[src/rtl/tmw_pkg.sv]
`timescale 1ns/1ps
package tmw_pkg;
  typedef enum logic [1:0] {
    K_HEAD  = 2'd0,
    K_HIT   = 2'd1,
    K_TRAIL = 2'd2
  } kind_t;
endpackage

[src/rtl/tmw_timebase.sv]
`timescale 1ns/1ps
module tmw_timebase #(
  parameter int CNT_W = 16
) (
  input  logic             clk,
  input  logic             rst,
  input  logic             bc_reset,
  output logic [CNT_W-1:0] now
);
  always_ff @(posedge clk) begin
    if (rst || bc_reset) now <= '0;
    else                 now <= now + 1'b1;
  end
endmodule

[src/rtl/tmw_fifo.sv]
`timescale 1ns/1ps
module tmw_fifo #(
  parameter int W     = 8,
  parameter int DEPTH = 16,
  localparam int AW   = $clog2(DEPTH)
) (
  input  logic          clk,
  input  logic          rst,
  input  logic          flush,
  input  logic          push,
  input  logic [W-1:0]  din,
  input  logic          pop,
  output logic          empty,
  output logic [AW:0]   rd_ptr,
  output logic [AW:0]   wr_ptr,
  output logic [W-1:0]  head,
  input  logic [AW-1:0] peek_addr,
  output logic [W-1:0]  peek_data
);
  logic [W-1:0] mem [DEPTH];
  logic full, do_push, do_pop;

  assign empty   = (rd_ptr == wr_ptr);
  assign full    = (rd_ptr[AW] != wr_ptr[AW]) && (rd_ptr[AW-1:0] == wr_ptr[AW-1:0]);
  assign do_push = push && !full;
  assign do_pop  = pop && !empty;

  always_ff @(posedge clk) begin
    if (do_push) mem[wr_ptr[AW-1:0]] <= din;
  end

  assign head      = mem[rd_ptr[AW-1:0]];
  assign peek_data = mem[peek_addr];

  always_ff @(posedge clk) begin
    if (rst || flush) begin
      rd_ptr <= '0;
      wr_ptr <= '0;
    end else begin
      if (do_push) wr_ptr <= wr_ptr + 1'b1;
      if (do_pop)  rd_ptr <= rd_ptr + 1'b1;
    end
  end
endmodule

[src/rtl/tmw_matcher.sv]
`timescale 1ns/1ps
module tmw_matcher
  import tmw_pkg::*;
#(
  parameter int CNT_W = 16,
  parameter int WID_W = 12,
  parameter int OFS_W = 13,
  parameter int CH_W  = 5,
  parameter int EVT_W = 12,
  parameter int HAW   = 4
) (
  input  logic                    clk,
  input  logic                    rst,
  input  logic                    clear,
  input  logic                    mode_cont,
  input  logic [CNT_W-1:0]        now,
  input  logic signed [OFS_W-1:0] cfg_offset,
  input  logic [WID_W-1:0]        cfg_width,
  input  logic                    h_empty,
  input  logic [HAW:0]            h_rd_ptr,
  input  logic [HAW:0]            h_wr_ptr,
  input  logic [CH_W+CNT_W-1:0]   h_head,
  output logic [HAW-1:0]          h_peek_addr,
  input  logic [CH_W+CNT_W-1:0]   h_peek_data,
  output logic                    h_pop,
  input  logic                    t_empty,
  input  logic [CNT_W-1:0]        t_head,
  output logic                    t_pop,
  output logic                    out_valid,
  output logic [1:0]              out_kind,
  output logic [EVT_W-1:0]        out_tag,
  output logic [CNT_W-1:0]        out_time
);
  typedef enum logic {S_IDLE, S_SCAN} state_t;
  state_t state;

  logic [HAW:0]       scan_ptr;
  logic [CNT_W-1:0]   hit_cnt;
  logic [EVT_W-1:0]   evt_cnt;
  logic [CNT_W-1:0]   ofs_ext, width_ext;
  logic [CNT_W-1:0]   win_start, win_end, earliest;
  logic [CNT_W-1:0]   head_rel, close_rel, scan_rel;
  logic               head_dead, closed, scan_in;
  logic [CNT_W-1:0]   head_ts, scan_ts;
  logic [CH_W-1:0]    head_ch, scan_ch;

  assign ofs_ext   = {{(CNT_W-OFS_W){cfg_offset[OFS_W-1]}}, cfg_offset};
  assign width_ext = {{(CNT_W-WID_W){1'b0}}, cfg_width};

  assign head_ts = h_head[CNT_W-1:0];
  assign head_ch = h_head[CH_W+CNT_W-1:CNT_W];
  assign scan_ts = h_peek_data[CNT_W-1:0];
  assign scan_ch = h_peek_data[CH_W+CNT_W-1:CNT_W];

  // window of the oldest pending trigger
  assign win_start = t_head + ofs_ext;
  assign win_end   = win_start + width_ext;
  // no future window can start before this point
  assign earliest  = t_empty ? (now + ofs_ext) : win_start;

  assign head_rel  = head_ts - earliest;
  assign head_dead = !h_empty && head_rel[CNT_W-1];

  assign close_rel = now - win_end;
  assign closed    = !t_empty && !close_rel[CNT_W-1] && (close_rel != '0);

  assign scan_rel  = scan_ts - win_start;
  assign scan_in   = (scan_ptr != h_wr_ptr) && !scan_rel[CNT_W-1] && (scan_rel <= width_ext);

  assign h_peek_addr = scan_ptr[HAW-1:0];
  assign h_pop = (state == S_IDLE) && (mode_cont ? !h_empty : head_dead);
  assign t_pop = ((state == S_SCAN) && !scan_in) || ((state == S_IDLE) && mode_cont);

  always_ff @(posedge clk) begin
    if (rst || clear) begin
      state     <= S_IDLE;
      scan_ptr  <= '0;
      hit_cnt   <= '0;
      evt_cnt   <= '0;
      out_valid <= 1'b0;
      out_kind  <= '0;
      out_tag   <= '0;
      out_time  <= '0;
    end else begin
      out_valid <= 1'b0;
      case (state)
        S_IDLE: begin
          if (mode_cont) begin
            if (!h_empty) begin
              out_valid <= 1'b1;
              out_kind  <= K_HIT;
              out_tag   <= {{(EVT_W-CH_W){1'b0}}, head_ch};
              out_time  <= head_ts;
            end
          end else if (!head_dead && closed) begin
            out_valid <= 1'b1;
            out_kind  <= K_HEAD;
            out_tag   <= evt_cnt;
            out_time  <= t_head;
            scan_ptr  <= h_rd_ptr;
            hit_cnt   <= '0;
            state     <= S_SCAN;
          end
        end
        S_SCAN: begin
          out_valid <= 1'b1;
          if (scan_in) begin
            out_kind <= K_HIT;
            out_tag  <= {{(EVT_W-CH_W){1'b0}}, scan_ch};
            out_time <= scan_ts;
            hit_cnt  <= hit_cnt + 1'b1;
            scan_ptr <= scan_ptr + 1'b1;
          end else begin
            out_kind <= K_TRAIL;
            out_tag  <= '0;
            out_time <= hit_cnt;
            evt_cnt  <= evt_cnt + 1'b1;
            state    <= S_IDLE;
          end
        end
        default: state <= S_IDLE;
      endcase
    end
  end
endmodule

[src/rtl/trig_match_window.sv]
`timescale 1ns/1ps
module trig_match_window #(
  parameter int CNT_W     = 16,
  parameter int WID_W     = 12,
  parameter int OFS_W     = 13,
  parameter int CH_W      = 5,
  parameter int EVT_W     = 12,
  parameter int HIT_DEPTH = 16,
  parameter int TRG_DEPTH = 4
) (
  input  logic                    clk,
  input  logic                    rst,
  input  logic                    clear,
  input  logic                    bc_reset,
  input  logic                    mode_cont,
  input  logic signed [OFS_W-1:0] cfg_offset,
  input  logic [WID_W-1:0]        cfg_width,
  input  logic                    trig_in,
  input  logic                    hit_valid,
  input  logic [CH_W-1:0]         hit_chan,
  output logic                    out_valid,
  output logic [1:0]              out_kind,
  output logic [EVT_W-1:0]        out_tag,
  output logic [CNT_W-1:0]        out_time
);
  localparam int HAW = $clog2(HIT_DEPTH);
  localparam int TAW = $clog2(TRG_DEPTH);
  localparam int HW  = CH_W + CNT_W;

  logic [CNT_W-1:0] now;
  logic             h_empty, h_pop, t_empty, t_pop;
  logic [HAW:0]     h_rd_ptr, h_wr_ptr;
  logic [HW-1:0]    h_head, h_peek_data;
  logic [HAW-1:0]   h_peek_addr;
  logic [CNT_W-1:0] t_head, trg_peek_unused;
  logic [TAW:0]     trg_rd_unused, trg_wr_unused;

  tmw_timebase #(.CNT_W(CNT_W)) u_timebase (
    .clk(clk), .rst(rst), .bc_reset(bc_reset), .now(now)
  );

  tmw_fifo #(.W(HW), .DEPTH(HIT_DEPTH)) u_hit_q (
    .clk(clk), .rst(rst), .flush(clear),
    .push(hit_valid), .din({hit_chan, now}), .pop(h_pop),
    .empty(h_empty), .rd_ptr(h_rd_ptr), .wr_ptr(h_wr_ptr), .head(h_head),
    .peek_addr(h_peek_addr), .peek_data(h_peek_data)
  );

  tmw_fifo #(.W(CNT_W), .DEPTH(TRG_DEPTH)) u_trig_q (
    .clk(clk), .rst(rst), .flush(clear),
    .push(trig_in && !mode_cont), .din(now), .pop(t_pop),
    .empty(t_empty), .rd_ptr(trg_rd_unused), .wr_ptr(trg_wr_unused), .head(t_head),
    .peek_addr('0), .peek_data(trg_peek_unused)
  );

  tmw_matcher #(
    .CNT_W(CNT_W), .WID_W(WID_W), .OFS_W(OFS_W), .CH_W(CH_W), .EVT_W(EVT_W), .HAW(HAW)
  ) u_matcher (
    .clk(clk), .rst(rst), .clear(clear), .mode_cont(mode_cont), .now(now),
    .cfg_offset(cfg_offset), .cfg_width(cfg_width),
    .h_empty(h_empty), .h_rd_ptr(h_rd_ptr), .h_wr_ptr(h_wr_ptr), .h_head(h_head),
    .h_peek_addr(h_peek_addr), .h_peek_data(h_peek_data), .h_pop(h_pop),
    .t_empty(t_empty), .t_head(t_head), .t_pop(t_pop),
    .out_valid(out_valid), .out_kind(out_kind), .out_tag(out_tag), .out_time(out_time)
  );
endmodule

[config.mk]
export PLATFORM = sky130hd
export DESIGN_NAME = trig_match_window
export DESIGN_NICKNAME = d
export VERILOG_FILES = /design/src/rtl/tmw_pkg.sv /design/src/rtl/tmw_timebase.sv /design/src/rtl/tmw_fifo.sv /design/src/rtl/tmw_matcher.sv /design/src/rtl/trig_match_window.sv
export SDC_FILE = /design/constraint.sdc
export NUM_CORES = 1
export LEC_CHECK = 0
export CAP_MARGIN = 20
export CORE_AREA = 2 2 213 215
export DETAILED_ROUTE_END_ITERATION = 8
export DIE_AREA = 0 0 215 217
export GPL_TIMING_DRIVEN = 0
export HOLD_SLACK_MARGIN = 0.02
export PLACE_DENSITY_LB_ADDON = 0.2
export SYNTH_ARGS = -nofsm -noshare
export SYNTH_HDL_FRONTEND = slang
export SYNTH_HIERARCHICAL = 1
export SYNTH_SLANG_ARGS = --single-unit
[constraint.sdc]
create_clock -name clk -period 8.95 [get_ports clk]
set_input_delay 1.3425 -clock clk [delete_from_list [all_inputs] [get_ports clk]]
set_output_delay 1.3425 -clock clk [all_outputs]
set_load 0.005 [all_outputs]
==> reports/metrics.csv <==
stage;metric;value;unit
global_route;grt_pass1_vias;18840;
global_route;grt_max_degree;30;
yosys;syn_avg_cell_area;14.05;um^2
global_route;grt.total_usage;35.63;%
worst_setup_path;cp_num_buf_inv;7;
sta;finalSetupViolations;0;
power;swShare;25.34;%
worst_setup_path;r2r-start;u_matcher/scan_ptr[1];
global_route;busiest_layer;met2;
cells_and_area;layout.cells.non_filler;2736;
cts;cts_resized;0;
place;pre_cts_ws;0.05793;ns
power;powerDensity;180.0;mW/mm^2
cts;cts_tree;built;
sta;fmax;0.1177;GHz
power;ir_drop;0.1527;mV
cells_and_area;final_cell_mix;400 x edfxtp_1, 226 x mux4_2, 126 x nand2_1;
yosys;ys_warn_count;6;
sta;period_needed;8.496;ns
cts;cts_inserted_buffers;51;
cts;postCtsSetupBuffers;0;
routing;dr.first_iter.drc_count;2824;
power;power.net_switching;1424;uW
floorplan;pin_count;68;
cells_and_area;final_util;69.85;%
global_route;grt_util_met3;8.022;%
routing;detail-route-antenna-nets;0;
cells_and_area;drive_gt1_share;20.23;%
routing;via_per_inst;7.138;
cts;cts.sinks;503;
sta;worst_slew_pin_slew;1.145;ns
floorplan;coreArea;0.04470;mm^2
global_route;antenna_found_initial;1;
global_route;grt_use_met1;45.94;%
sta;slew_headroom;23.59;%
min_path;whs_path_depth;2;
power;leakage;0.01055;uW
cts;clk_pin_slew;0.06;ns
worst_setup_path;crit_top_cell;a21oi_1;
outcome;outcome;finished, final reports clean;
worst_setup_path;r2r_cells;28;
worst_setup_path;cp_max_fo;10;
worst_setup_path;end_kind;register;
place;dp_cells;2631;
worst_setup_path;crit_family;compound AO/OA/AOI/OAI gates;
floorplan;die-area;0.04666;mm^2
worst_setup_path;r2r_slack;0.45;ns
place;postPlaceCellArea;0.02919;mm^2
global_route;grt-ovfl-total;0;
cells_and_area;nets;2245;
cts;clk_path_buf_depth;3;
power;power.share.sequential;45.1;%
global_route;gr-usage-met2;58.33;%
cts;htreeDepth;2;
cts;postCtsHoldBufs;0;
sta;finalWorstSetupSlack;0.4539;ns
yosys;synth_fp_nets;2101;
place;portBuffers;67;
cells_and_area;fin_area;0.03122;mm^2
power;clock_power_share;41.2;%
sta;finalMaxSlewViolations;0;
place;dpl.hpwl;55.53;mm
routing;drt-total-wl;83.43;mm
worst_setup_path;critPathSlowestCell;mux4_2;
place;gp_congestion;0.9638;
worst_setup_path;arrival;8.98;ns
min_path;hold_path.class;register to register;
floorplan;start_util;61.23;%
routing;first_pass_iters;6;
yosys;postSynthCellCount;1948;
flow_run;maxCapViolations;0;
routing;wl_per_cell;30.49;um
yosys;syn_area;0.02737;mm^2
power;p_int;4196;uW
min_path;min_to;u_matcher/out_kind[1];
sta;hold_slack;0.4689;ns
floorplan;die_w;215;um
worst_setup_path;max_stage_delay;0.64;ns
cts;clockRootBuffer;clkbuf_16;
min_path;hold_start;u_matcher/out_kind[1];
cells_and_area;area_delta_synth_final;14.07;%
routing;num_vias;19530;
worst_setup_path;cp.required;9.43;ns
floorplan;fp.dieH;217;um
sta;grt_setup_unrepaired;no;
worst_setup_path;path_class;register to register;
sta;fin_crit_sh;94.93;%
global_route;grt_pass1_wl;121.8;mm
sta;clock_skew;0.02281;ns
cts;clock_latency;0.62;ns
routing;remaining_drc_errors;0;
worst_setup_path;crit_path_start_kind;register;
floorplan;rows;78;
cells_and_area;mostFrequentLayoutCell;edfxtp_1;
sta;hold_violations;0;
power;combPwrFrac;13.8;%
==> worst max path at each step <==
stage                           from  endpoint  slack [ns]  cells after the start
2_1_floorplan          cfg_offset[0]  register        2.60                     23
3_3_place_gp           cfg_offset[0]  register       -0.13                     24
3_5_place_dp           cfg_offset[0]  register        0.06                     25
4_1_cts        u_matcher/scan_ptr[1]  register        0.04                     28
5_1_grt        u_matcher/scan_ptr[1]  register        0.14                     28
6_report       u_matcher/scan_ptr[1]  register        0.45                     28
==> registers in the layout, indices dropped and copies added, names as in the netlist, named ones only <==
signal / cells
u_hit_q/mem: 336
u_hit_q/rd_ptr: 5
u_hit_q/wr_ptr: 5
u_matcher/evt_cnt: 12
u_matcher/hit_cnt: 16
u_matcher/out_kind: 2
u_matcher/out_tag: 12
u_matcher/out_time: 16
u_matcher/out_valid: 1
u_matcher/scan_ptr: 5
u_matcher/state: 1
u_timebase/now: 16
u_trig_q/mem: 64
u_trig_q/rd_ptr: 3
u_trig_q/wr_ptr: 3
==> routing by layer <==
layer  part of all wire (%)  up-vias
met2                     49     1350
met1                     36     9816
met3                     10      271
li1                       -     8092
met5                      0        -
met4                    4.9        0
==> final cells by class <==
| type | instances | area [um^2] |
|---|---|---|
| fillers | 2982 | 13480 |
| diodes | 1 | 2.502 |
| clock inverters | 29 | 362.8 |
| flip-flops and latches | 503 | 14070 |
| clock buffers | 67 | 1469 |
| well taps | 600 | 750.7 |
| repair buffers | 91 | 1235 |
| multi-input cells | 1262 | 12450 |
| plain buffers | 95 | 544.3 |
| inverters | 88 | 330.3 |
==> power groups by stage <==
stage / clock, uW / sequential [uW] / combinational, uW
after floorplan: 0 / 2580 / 532
after global placement: 0 / 2580 / 725
after detailed placement: 0 / 2580 / 747
after CTS: 2330 / 2530 / 754
after global routing: 2420 / 2530 / 839
final: 2310 / 2530 / 773
==> worst register-to-register path, delay by kind of cell, from the launching register on <==
family          cells  cell delay, ns
compound gates      9            2.53
buf+inv             7            1.74
simple gates        6            1.51
mux                 2            1.05
fa+ha+maj           3            0.92
flops               1            0.50
xor+xnor            1            0.14
==> metrics by stage <==
| stage | total power, uW | TNS (ns) |
|---|---|---|
| 6_report | 5620 | 0 |
| 5_1_grt | 5788 | 0 |
| 4_1_cts | 5615 | 0 |
| 3_5_place_dp | 3327 | 0 |
| 3_3_place_gp | 3305 | -0.2494 |
| 2_1_floorplan | 3107 | 0 |
No activity file was read; power rests on OpenSTA's default activity.
